==> src/rtl/te_pkg.sv <==
package te_pkg;

  localparam int CFG_W  = 30;
  localparam int LINE_W = 11;

  typedef enum logic [1:0] {
    TRIG_OFF   = 2'd0,
    TRIG_RSVD  = 2'd1,
    TRIG_LINE  = 2'd2,
    TRIG_FRAME = 2'd3
  } trig_mode_e;

  typedef struct packed {
    logic              hs_inv;
    logic              vs_inv;
    trig_mode_e        mode;
    logic [LINE_W-1:0] target;
    logic [11:0]       vfield;
    logic [2:0]        hfield;
  } te_cfg_t;

  function automatic te_cfg_t te_unpack(input logic [CFG_W-1:0] raw);
    te_cfg_t c;
    c.hs_inv = raw[29];
    c.vs_inv = raw[28];
    c.mode   = trig_mode_e'(raw[27:26]);
    c.target = raw[25:15];
    c.vfield = raw[14:3];
    c.hfield = raw[2:0];
    return c;
  endfunction

endpackage

==> src/rtl/te_sync_in.sv <==
module te_sync_in #(
  parameter int STAGES = 2
) (
  input  logic clk,
  input  logic rst_n,
  input  logic d_i,
  output logic q_o
);

  logic [STAGES-1:0] pipe_q;
  logic [STAGES-1:0] pipe_d;

  always_comb begin
    pipe_d = {pipe_q[STAGES-2:0], d_i};
  end

  always_ff @(posedge clk or negedge rst_n) begin
    if (!rst_n) pipe_q <= '0;
    else        pipe_q <= pipe_d;
  end

  assign q_o = pipe_q[STAGES-1];

endmodule

==> src/rtl/te_pulse_meter.sv <==
module te_pulse_meter #(
  parameter int CNT_W     = 16,
  parameter bit LONG_KIND = 1'b0
) (
  input  logic             clk,
  input  logic             rst_n,
  input  logic             en_i,
  input  logic             tick_i,
  input  logic             pin_i,
  input  logic             inv_i,
  input  logic [CNT_W-1:0] limit_i,
  output logic             evt_o
);

  localparam logic [CNT_W-1:0] CNT_MAX = '1;

  logic             lvl;
  logic             lvl_q;
  logic [CNT_W-1:0] cnt_q;
  logic [CNT_W-1:0] cnt_d;

  assign lvl = en_i & (pin_i ^ inv_i);

  always_comb begin
    cnt_d = cnt_q;
    if (!lvl) begin
      cnt_d = '0;
    end else if (tick_i && (cnt_q != CNT_MAX)) begin
      cnt_d = cnt_q + 1'b1;
    end
  end

  always_ff @(posedge clk or negedge rst_n) begin
    if (!rst_n) begin
      cnt_q <= '0;
      lvl_q <= 1'b0;
    end else begin
      cnt_q <= cnt_d;
      lvl_q <= lvl;
    end
  end

  generate
    if (LONG_KIND) begin : g_long
      assign evt_o = lvl & tick_i & (cnt_q == (limit_i - 1'b1));

      // a long run yields its event once only
      a_r3_long_single: assert property (@(posedge clk) disable iff (!rst_n)
        evt_o |=> !evt_o);
    end else begin : g_short
      assign evt_o = en_i & lvl_q & ~lvl & (cnt_q != '0) & (cnt_q <= limit_i);

      // a short event marks the end of a run, so the count restarts
      a_r4_short_clears: assert property (@(posedge clk) disable iff (!rst_n)
        evt_o |=> (cnt_q == '0));
    end
  endgenerate

  // without a tick the width either holds or restarts at zero
  a_r11_tick_gate: assert property (@(posedge clk) disable iff (!rst_n)
    !tick_i |=> ((cnt_q == '0) || (cnt_q == $past(cnt_q))));

endmodule

==> src/rtl/te_line_track.sv <==
module te_line_track
  import te_pkg::*;
#(
  parameter int LW = LINE_W
) (
  input  logic          clk,
  input  logic          rst_n,
  input  logic          en_i,
  input  trig_mode_e    mode_i,
  input  logic [LW-1:0] target_i,
  input  logic          vs_evt_i,
  input  logic          hs_evt_i,
  output logic          match_n_o
);

  localparam logic [LW-1:0] LINE_MAX = '1;

  logic [LW-1:0] line_q;
  logic [LW-1:0] line_d;
  logic          hit;
  logic          match_n_q;

  always_comb begin
    line_d = line_q;
    hit    = 1'b0;
    if (!en_i) begin
      line_d = '0;
    end else if (vs_evt_i) begin
      line_d = '0;
      hit    = (mode_i == TRIG_FRAME) ||
               ((mode_i == TRIG_LINE) && (target_i == '0));
    end else if (hs_evt_i) begin
      if (line_q != LINE_MAX) line_d = line_q + 1'b1;
      hit = (mode_i == TRIG_LINE) && (line_d == target_i) && (line_d != line_q);
    end
  end

  always_ff @(posedge clk or negedge rst_n) begin
    if (!rst_n) begin
      line_q    <= '0;
      match_n_q <= 1'b1;
    end else begin
      line_q    <= line_d;
      match_n_q <= ~hit;
    end
  end

  assign match_n_o = match_n_q;


  a_r5_vsync_clears: assert property (@(posedge clk) disable iff (!rst_n)
    (en_i && vs_evt_i) |=> (line_q == '0));


  a_r6_hsync_steps: assert property (@(posedge clk) disable iff (!rst_n)
    (en_i && hs_evt_i && !vs_evt_i && (line_q != LINE_MAX)) |=>
      (line_q == $past(line_q) + 1'b1));


  a_r7_frame_trigger: assert property (@(posedge clk) disable iff (!rst_n)
    (en_i && vs_evt_i && (mode_i == TRIG_FRAME)) |=> !match_n_o);


  a_r9_idle_silent: assert property (@(posedge clk) disable iff (!rst_n)
    !en_i |=> match_n_o);

  // a match always follows an enabled event one cycle earlier
  a_r10_pulse_source: assert property (@(posedge clk) disable iff (!rst_n)
    !match_n_o |-> $past(en_i && (vs_evt_i || hs_evt_i)));

endmodule

==> src/rtl/te_sync_detect.sv <==
module te_sync_detect
  import te_pkg::*;
#(
  parameter int SYNC_STAGES = 2,
  parameter int CNT_W       = 16
) (
  input  logic             clk,
  input  logic             rst_n,
  input  logic             te_pin_i,
  input  logic             tick_i,
  input  logic             te_en_i,
  input  logic [CFG_W-1:0] cfg_i,
  output logic             match_n_o
);

  localparam int HF_W = 3;
  localparam int VF_W = 12;

  te_cfg_t          cfg;
  logic             pin_s;
  logic             active;
  logic [CNT_W-1:0] h_lim;
  logic [CNT_W-1:0] v_lim;
  logic             vs_evt;
  logic             hs_evt;

  assign cfg    = te_unpack(cfg_i);
  assign active = te_en_i && ((cfg.mode == TRIG_LINE) || (cfg.mode == TRIG_FRAME));
  assign h_lim  = CNT_W'(cfg.hfield) + CNT_W'(1);
  assign v_lim  = (CNT_W'(cfg.vfield) + CNT_W'(1)) << 3;

  te_sync_in #(.STAGES(SYNC_STAGES)) u_sync (
    .clk   (clk),
    .rst_n (rst_n),
    .d_i   (te_pin_i),
    .q_o   (pin_s)
  );

  te_pulse_meter #(.CNT_W(CNT_W), .LONG_KIND(1'b1)) u_vmeter (
    .clk     (clk),
    .rst_n   (rst_n),
    .en_i    (active),
    .tick_i  (tick_i),
    .pin_i   (pin_s),
    .inv_i   (cfg.vs_inv),
    .limit_i (v_lim),
    .evt_o   (vs_evt)
  );

  te_pulse_meter #(.CNT_W(CNT_W), .LONG_KIND(1'b0)) u_hmeter (
    .clk     (clk),
    .rst_n   (rst_n),
    .en_i    (active),
    .tick_i  (tick_i),
    .pin_i   (pin_s),
    .inv_i   (cfg.hs_inv),
    .limit_i (h_lim),
    .evt_o   (hs_evt)
  );

  te_line_track #(.LW(LINE_W)) u_lines (
    .clk       (clk),
    .rst_n     (rst_n),
    .en_i      (active),
    .mode_i    (cfg.mode),
    .target_i  (cfg.target),
    .vs_evt_i  (vs_evt),
    .hs_evt_i  (hs_evt),
    .match_n_o (match_n_o)
  );

  localparam int UNUSED_W = HF_W + VF_W;
  initial begin
    assert (CNT_W >= 16) else $error("CNT_W too small for %0d-bit limits", UNUSED_W);
  end

endmodule

==> config.mk <==
export PLATFORM = sky130hd
export DESIGN_NAME = te_sync_detect
export DESIGN_NICKNAME = d
export VERILOG_FILES = /design/src/rtl/te_pkg.sv /design/src/rtl/te_sync_in.sv /design/src/rtl/te_pulse_meter.sv /design/src/rtl/te_line_track.sv /design/src/rtl/te_sync_detect.sv
export SDC_FILE = /design/constraint.sdc
export NUM_CORES = 1
export LEC_CHECK = 0
export BUFFER_PORTS_ARGS = -buffer_cell sky130_fd_sc_hd__buf_2
export CAP_MARGIN = 20
export CELL_PAD_IN_SITES_DETAIL_PLACEMENT = 0
export CELL_PAD_IN_SITES_GLOBAL_PLACEMENT = 1
export CORE_ASPECT_RATIO = 1.5
export CORE_MARGIN = 8
export CORE_UTILIZATION = 40
export CTS_CLUSTER_DIAMETER = 150
export DETAILED_ROUTE_END_ITERATION = 12
export PLACE_DENSITY_LB_ADDON = 0.1
export SLEW_MARGIN = 20
export SYNTH_ARGS = -nofsm -noshare
export SYNTH_HDL_FRONTEND = slang
export SYNTH_SLANG_ARGS = --single-unit
export TNS_END_PERCENT = 5
==> constraint.sdc <==
create_clock -name clk -period 6.6 [get_ports clk]
set_input_delay 1.32 -clock clk [delete_from_list [all_inputs] [get_ports clk]]
set_output_delay 1.32 -clock clk [all_outputs]
set_load 0.02 [all_outputs]
**Word level (Yosys, flattened, before mapping)**

Index checks and enable logic that the tools add are counted.
W data, S select, Z words.

- Add/sub/neg operators: 6
- Order comparisons: 1
- Eq/ne operators: 11
- Multiplexer cells: 14
- Bitwise gates (word level): 12
- Reduce and logical (&&, ||, !) cells: 10

Operators with widths:

| operator | count |
|---|---|
| $mux W11 | 7 |
| $mux W16 | 4 |
| $add A16 B1 Y16 const B | 2 |
| $ne A16 B16 Y1 const B | 2 |
| $eq A16 B16 Y1 | 1 |
| $le A16 B4 Y1 | 1 |
| $reduce_bool A16 Y1 | 1 |
| $sub A16 B1 Y16 const B | 1 |
| $add A12 B1 Y13 const B | 1 |
| $add A11 B1 Y11 const B | 1 |
| $eq A11 B11 Y1 | 1 |
| $logic_not A11 Y1 | 1 |
| $ne A11 B11 Y1 | 1 |
| $ne A11 B11 Y1 const B | 1 |
| $and A1 B1 Y1 | 8 |
| $logic_and A1 B1 Y1 | 6 |
| $add A3 B1 Y4 const B | 1 |
| $eq A2 B2 Y1 const B | 2 |
| $ne A2 B2 Y1 const B | 2 |
| $mux W1 | 3 |
| $ne A3 B3 Y1 const B | 1 |
| $logic_or A1 B1 Y1 | 2 |
| $not A1 Y1 | 2 |
| $xor A1 B1 Y1 | 2 |

- Register bits: 47
- Input bits: 35
- Output and inout port bits: 1
- Word-level logic and storage cells: 60

**Logic depth before layout (Yosys ltp)**

Gate-level depths: netlist of run 1.

- Depth after elaboration: 18
- Mapped depth: 12
- Gate-level depth less buffers: 11

**Hierarchy**

From an unflattened synthesis of run 1, not the netlist that was laid out.

- Cell total of the unflattened synthesis: 498
- Area, all modules: 4229.1 µm²

Modules (own cells, without submodules):

| module | times used | cells an instance | area each (µm²) | sequential area each (µm²) |
|---|---|---|---|---|
| te_pulse_meter (u_vmeter) | 1 | 174 | 1438.9 | 400.4 |
| te_pulse_meter (u_hmeter) | 1 | 158 | 1370.1 | 425.4 |
| te_line_track | 1 | 126 | 1093.5 | 301.5 |
| te_sync_detect | 1 | 38 | 276.5 | 0.0 |
| te_sync_in | 1 | 2 | 50.0 | 50.0 |

**Worst setup path before layout of run 1**

Ideal clock, no wire load.

- Path kind: in2reg
- Start: input port cfg_i[3]
- End: register u_lines.line_q[4]
- Library setup time: 0.148 ns
- Arrival: 3.503 ns
- Required time: 6.452 ns
- Setup slack: 2.949 ns
- Stages on the path: 10
- Buffers on the path: 1
- Path through: ha_1 -> or3_1 -> nand2_1 -> a21oi_1 -> or4_1 -> o221ai_1 -> o2111ai_1 -> o311ai_2 -> buf_6 -> a311oi_2

- Word-level cells in the longest chain between the ends: 6
- Elaborated cells on any way between the ends: 7
- Those cells by class: add/sub (2); eq/ne (2); mux (2); bitwise (1)

RTL lines:

| what | line | text |
|---|---|---|
| from (decl) | te_sync_detect.sv:12 | `input logic [CFG_W-1:0] cfg_i,` |
| $add A12 B1 Y13 * | te_sync_detect.sv:30 | `assign v_lim = (CNT_W'(cfg.vfield) + CNT_W'(1)) << 3;` |
| $sub A16 B1 Y16 * | te_pulse_meter.sv:45 | `assign evt_o = lvl & tick_i & (cnt_q == (limit_i - 1'b1));` |
| $eq A16 B16 Y1 * | te_pulse_meter.sv:45 |  |
| $and A1 B1 Y1 * | te_pulse_meter.sv:45 |  |
| $mux W11 | te_line_track.sv:28 | `end else if (vs_evt_i) begin` |
| $mux W11 | te_line_track.sv:26 | `if (!en_i) begin` |
| to (signal assigned) | te_line_track.sv:43 | `line_q <= line_d;` |
| to (decl) | te_line_track.sv:18 | `logic [LW-1:0] line_q;` |

Mark *: on every way between the ends. The rest lies on a longest branch, timed or not.
A chain may end at the register's enable or synchronous reset.

**Worst setup path after layout of run 1**

- Start: input port cfg_i[3]
- End: register u_lines.line_q[7]

Same word-level chain as after synthesis.

==> results.toml, run 1 <==
[cells_and_area]
drive_gt1_share_pct = 14.5
final_area_um2 = 4170
finalNetCount = 513
ant_diodes = 0
n_fill_cell = 938
layout.core_utilization_pct = 45.4
finalNonFillerCells = 581
area_delta_synth_final_pct = 10.5

[drt]
route.detailed.vias_per_inst = 5.48
sum_of_routed_wire_length_over_all_layers_um = 9260
first_pass_iters = 4
routed_wire_per_std_cell_um = 15.9
vias = 3182
drt_drc_violations_left = 0
antenna_violating_nets_post_route = 0
drt_first_iter_violations = 88

[setup_path]
worstPathRequired_ns = 6.70
path_max_fanout = 12
worst_ep_arrival_ns = 4.33
crit_path_start_kind = "input pin"
worstPathCellList = "buf_2 -> ha_1 -> or3_1 -> nand2_1 -> a21oi_1 -> or4_1 -> o221ai_1 -> o2111ai_1 -> o311ai_2 -> a221oi_1"
critical-path-max-stage-delay_ns = 0.93
crit_slowest_cell = "sky130_fd_sc_hd__o311ai_2"
setup.worst_path.end_class = "flip-flop"
timing.setup.critical_path_class = "in2reg"

[clock_tree]
worst_setup_hold_path_clk_slew_ns = 0.06
htree_num_levels = 2
cts_max_path_buffers = 2
clock_tree_from_tritoncts = "built"
ctsRootBufferMaster = "sky130_fd_sc_hd__clkbuf_16"
cts_hold_repair_buffers = 0
cts_resized = 0
post_cts_buffers = 0
tritoncts.num_buffers = 5
clock_latency_ns = 0.29
cts_sinks = 47

[floorplanning]
floorplan.core_area_um2 = 9200
io_pins = 36
die_w_um = 95.3
fp.dieH_um = 135
row_count = 43
start_util_pct = 41.1
dieArea_um2 = 12900

[synth]
synth.ff_latch_count = 47
postSynthNetCount = 489
synth_sequential_area_ratio_pct = 31.2
ys.warnings.count = 0
count_of_flip_flops_with_a_built_in_enable_after_synthesis = 0
mappedNetlistArea_um2 = 3780
synthArstFlopShare_pct = 100
postSynthCellCount = 444
synth.distinct_cells = 64
syn_area_per_cell_um2 = 8.51
most_used_flip_flop_cell_after_synthesis = "sky130_fd_sc_hd__dfrtp_1"

[global_routing]
maximum_number_of_pins_on_one_net_before_global_route_repair = 48
grt.total_usage_pct = 15.5
grt_first_pass_wirelength_um = 16000
antenna_violations_before_repair = 0
globalRoute.totalOverflow = 0
grt_pass1_vias = 3265

[run_status]
status = "finished, final reports clean"

[sta]
finalWorstPathRequiredPeriod_ns = 4.23
worst_clock_skew_ns = 0.0131
finalCritPeriodShare_pct = 64.1
max_clock_freq_mhz = 236
setup_violations = 0
hold_violations = 0
final_layout_worst_hold_slack_ns = 0.347
rsz0062_at_grt = "false"
postLayoutSetupSlackWorst_ns = 2.37
slew_headroom_pct = 26.9
final_max_slew_viol_count = 0
tns_ns = 0
tightest_slew_ns = 1.09

[placement]
numPlacedInstances = 573
dp_slack_ns = 2.05
place.detailed.hpwl_um = 7330
place_area_um2 = 4000
globalplace.congestion = 0.839
buffer_ports.inserted = 35

[power_and_ir_drop]
power_per_cell_area_nw_per_um2 = 160
power.total_uw = 669
ir_drop_uv = 97.1
power.leakage_nw = 1.64

[hold_path]
holdCritPathClass = "reg2reg"

[flow_run]
timing.max_cap.violations = 0
power breakdown:
part / switching, mW / internal, mW / leakage [nW] / total [mW]
clock: 0.105 / 0.188 / 0.0868 / 0.294
combinational: 0.0525 / 0.0321 / 0.902 / 0.0845
sequential: 0.00104 / 0.289 / 0.648 / 0.291
total: 0.159 / 0.510 / 1.64 / 0.669
registers in the layout (all words and copies together) (netlist names):
register and count:
u_hmeter.cnt_q 16, u_vmeter.cnt_q 16, u_lines.line_q 11, u_sync.pipe_q 2, u_hmeter.lvl_q 1, u_lines.match_n_o 1
layout make-up:
cell class | count | area [um2] | area share, %
clock inverter | 2 | 35.0 | 0.839
sequential | 47 | 1180 | 28.2
inverter | 13 | 48.8 | 1.17
timing repair buffer | 36 | 185 | 4.44
clock buffer | 6 | 139 | 3.33
tap | 112 | 140 | 3.36
multi-input combinational | 365 | 2450 | 58.7
cell usage in the layout, fill, tap and decap left out, drive strengths merged, types with 14 or more instances in the layout:
cell type,synthesis,layout
nand2,35,35
xnor2,40,40
nor2,61,61
xor2,33,33
nand4,19,19
a21oi,19,19
dfrtp,46,46
nand3,30,30
buf,11,36
and3,14,14
critical path, delay by kind of cell:
family / cells / cell delay (ns)
AOI/OAI and AO/OA: 5 / 1.49
adders and majority gates: 1 / 0.35
buffers and inverters: 1 / 0.16
and+or+nand+nor: 3 / 1.00
worst paths after layout:
check | start | endpoint | slack [ns] | cells after the start
hold / removal | u_sync.pipe_q[0]$_DFF_PN0_ | u_sync.pipe_q[1]$_DFF_PN0_ | 0.35 | 0
hold reg to reg | u_sync.pipe_q[0]$_DFF_PN0_ | u_sync.pipe_q[1]$_DFF_PN0_ | 0.35 | 0
min in group asynchronous | rst_n | u_hmeter.cnt_q[3]$_DFFE_PN0P_ | 1.02 | 1
max in group asynchronous | rst_n | u_lines.line_q[2]$_DFFE_PN0P_ | 5.15 | 1
setup reg to reg | u_sync.pipe_q[1]$_DFF_PN0_ | u_lines.line_q[7]$_DFFE_PN0P_ | 3.47 | 6
setup / recovery | cfg_i[3] | u_lines.line_q[7]$_DFFE_PN0P_ | 2.37 | 10
logic make-up (layout without fill, tap and decap cells):
logic type | after synthesis | count (layout) | share of synthesized area, %
and+or+nand+nor | 209 | 209 | 29.3
buffers and inverters | 32 | 57 | 4.01
xor gates and xnor gates | 73 | 73 | 17.1
muxes | 6 | 6 | 1.92
DFF | 47 | 47 | 31.2
adders and majority gates | 10 | 10 | 3.31
AOI/OAI and AO/OA | 67 | 67 | 13.2
synthesized netlist by cell type (all sizes together), types with 10 or more instances:
cell type | number | share of area [%]
a21oi | 19 | 2.5
and3 | 14 | 2.3
buf | 11 | 1.9
dfrtp | 46 | 30
ha | 10 | 3.3
inv | 13 | 1.3
nand2 | 35 | 3.7
nand3 | 30 | 4.0
nand4 | 19 | 3.5
nor2 | 61 | 6.6
nor3 | 13 | 2.3
o21ai | 12 | 1.6
xnor2 | 40 | 9.3
xor2 | 33 | 7.9
routing by layer:
metal  up-vias  GRT usage [%]  wire length (um)
li1       1622              -                 -
met1      1498           18.4              3990
met2        53           27.7              4790
met3         9           2.00               347
met4         0           4.36               126
met5         -              0                 0
No activity file was read; power rests on OpenSTA's default activity.
==> inputs of run 2 (changes only) <==
clock period = 3.6 ns   (was 6.6 ns; I/O delays follow)
==> run 2 against run 1 <==
Final cell count grew 0.86%. Wire length increased by 2.0%. First-iteration DRC count rose by 2.3%. Flip-flop and latch count did not move. Global-route usage shrank 0.10 points. Clock skew fell by 0.0042 ns. Worst setup slack got worse by 1.9 ns. Clock power rose by 53%. Via count up 2.5%. Non-clock buffer count grew 5. Critical path depth grew 1. Largest power group is now registers. Highest routed layer unchanged.
==> results.toml, run 2 (synthesis gave the netlist of run 1 again) <==
[global_routing]
grt.total_usage_pct = 15.4
grt_pass1_vias = 3229
globalRoute.totalOverflow = 0
antenna_violations_before_repair = 0
grt_first_pass_wirelength_um = 15800
maximum_number_of_pins_on_one_net_before_global_route_repair = 48

[drt]
first_pass_iters = 4
antenna_violating_nets_post_route = 0
routed_wire_per_std_cell_um = 16.1
sum_of_routed_wire_length_over_all_layers_um = 9440
route.detailed.vias_per_inst = 5.57
drt_drc_violations_left = 0
drt_first_iter_violations = 90
vias = 3263

[sta]
finalWorstPathRequiredPeriod_ns = 3.08
finalCritPeriodShare_pct = 85.6
setup_violations = 0
slew_headroom_pct = 54.9
final_max_slew_viol_count = 0
max_clock_freq_mhz = 325
tightest_slew_ns = 0.675
worst_clock_skew_ns = 0.00885
tns_ns = 0
rsz0062_at_grt = "false"
hold_violations = 0

[floorplanning]
fp.dieH_um = 135
start_util_pct = 41.1
dieArea_um2 = 12900
io_pins = 36
die_w_um = 95.3
row_count = 43
floorplan.core_area_um2 = 9200

[cells_and_area]
reg_top3 = "u_hmeter.cnt_q: 16 flops, u_vmeter.cnt_q: 16 flops, u_lines.line_q: 11 flops"
final_common_cell = "sky130_fd_sc_hd__nor2_1"
n_fill_cell = 953
final_area_um2 = 4180
area_delta_synth_final_pct = 10.6
finalNetCount = 518
finalNonFillerCells = 586
ant_diodes = 0
drive_gt1_share_pct = 15.2
layout_common_cells = "sky130_fd_sc_hd__nor2_1, sky130_fd_sc_hd__dfrtp_1, sky130_fd_sc_hd__xnor2_1"

[power_and_ir_drop]
power_per_cell_area_nw_per_um2 = 273
power.leakage_nw = 1.64
ir_drop_uv = 237

[clock_tree]
cts_max_path_buffers = 2
htree_num_levels = 2
clock_latency_ns = 0.28
cts_sinks = 47
ctsRootBufferMaster = "sky130_fd_sc_hd__clkbuf_16"
post_cts_buffers = 0
clock_tree_from_tritoncts = "built"
tritoncts.num_buffers = 5
worst_setup_hold_path_clk_slew_ns = 0.06
cts_resized = 0
cts_hold_repair_buffers = 0

[setup_path]
worstPathCellList = "buf_2 -> ha_1 -> or3_1 -> nand2_1 -> a21oi_1 -> or4_1 -> o221ai_1 -> o2111ai_1 -> o311ai_2 -> buf_4 -> a221oi_1"
critical-path-max-stage-delay_ns = 0.53
setup.worst_path.end_class = "flip-flop"
crit_path_start_kind = "input pin"
timing.setup.critical_path_class = "in2reg"
path_max_fanout = 11
worstPathRequired_ns = 3.75
worst_ep_arrival_ns = 3.23
crit_slowest_cell = "sky130_fd_sc_hd__or4_1"
gate_family_responsible_for_the_most_delay_along_the_worst_path = "simple AND/OR/NAND/NOR gates"
critPathBufInv = 2

[flow_run]
timing.max_cap.violations = 0

[placement]
numPlacedInstances = 578
buffer_ports.inserted = 35
globalplace.congestion = 0.856
place.detailed.hpwl_um = 7330
place_area_um2 = 4040

[hold_path]
holdCritPathClass = "reg2reg"

[run_status]
status = "finished, final reports clean"
-- run 2: cell count changes in the layout (fill, tap and decap cells not counted) --
| cell | change |
|---|---|
| sky130_fd_sc_hd__bufinv_16 | -1 |
| sky130_fd_sc_hd__clkbuf_8 | -1 |
| sky130_fd_sc_hd__clkbuf_1 | +1 |
| sky130_fd_sc_hd__buf_4 | +5 |
| sky130_fd_sc_hd__clkinvlp_4 | +1 |
-- run 2: worst reg2reg max path, stage by stage (launching register included) --
cell	delay [ns]
sky130_fd_sc_hd__dfrtp_1	0.42
sky130_fd_sc_hd__or4b_1	0.52
sky130_fd_sc_hd__nor4_1	0.27
sky130_fd_sc_hd__nand4_1	0.14
sky130_fd_sc_hd__a21oi_1	0.31
sky130_fd_sc_hd__o2111ai_1	0.16
sky130_fd_sc_hd__a2111oi_0	0.48
sky130_fd_sc_hd__buf_4	0.20
sky130_fd_sc_hd__a31oi_1	0.09
-- run 2: routing by layer --
metal | global-route usage [%] | share of wire [%]
met1 | 18.7 | 44
met2 | 26.3 | 50
met3 | 1.94 | 3.1
met4 | 6.02 | 2.6
met5 | 0 | 0
-- run 2: layout make-up --
class / count / area, um2 / share of cell area, %
Multi-Input combinational cell: 365 / 2450 / 58.6
Sequential cell: 47 / 1180 / 28.2
Clock inverter: 2 / 12.5 / 0.299
Inverter: 13 / 48.8 / 1.17
Timing Repair Buffer: 41 / 223 / 5.33
Tap cell: 112 / 140 / 3.35
Clock buffer: 6 / 129 / 3.08
-- run 2: worst paths after layout --
path	slack [ns]	end	depth (start not counted)	start
max	0.52	u_lines.line_q[7]$_DFFE_PN0P_	11	cfg_i[4]
min	0.39	u_sync.pipe_q[1]$_DFF_PN0_	0	u_sync.pipe_q[0]$_DFF_PN0_
max reg2reg	0.92	u_lines.match_n_o$_DFF_PN1_	8	u_hmeter.cnt_q[11]$_DFFE_PN0P_
min reg2reg	0.39	u_sync.pipe_q[1]$_DFF_PN0_	0	u_sync.pipe_q[0]$_DFF_PN0_
max in group asynchronous	2.75	u_lines.line_q[5]$_DFFE_PN0P_	1	rst_n
min in group asynchronous	0.44	u_hmeter.cnt_q[3]$_DFFE_PN0P_	1	rst_n
-- run 2: power breakdown --
part           switching, mW  leakage [nW]  internal, mW
clock                  0.195        0.0669         0.256
sequential           0.00211         0.648         0.531
combinational         0.0973         0.926        0.0610
-- run 2: per-stage QoR --
step                      utilization, %  hold WS [ns]  setup WS [ns]  total power [mW]
final                               45.4         0.395          0.519              1.14
after global placement              43.9         0.367          0.267             0.700
after global routing                45.4         0.403          0.324              1.19
after floorplan                        -         0.331          0.549             0.644
after detailed placement            43.9         0.368          0.240             0.703
after CTS                           45.4         0.393          0.526              1.16
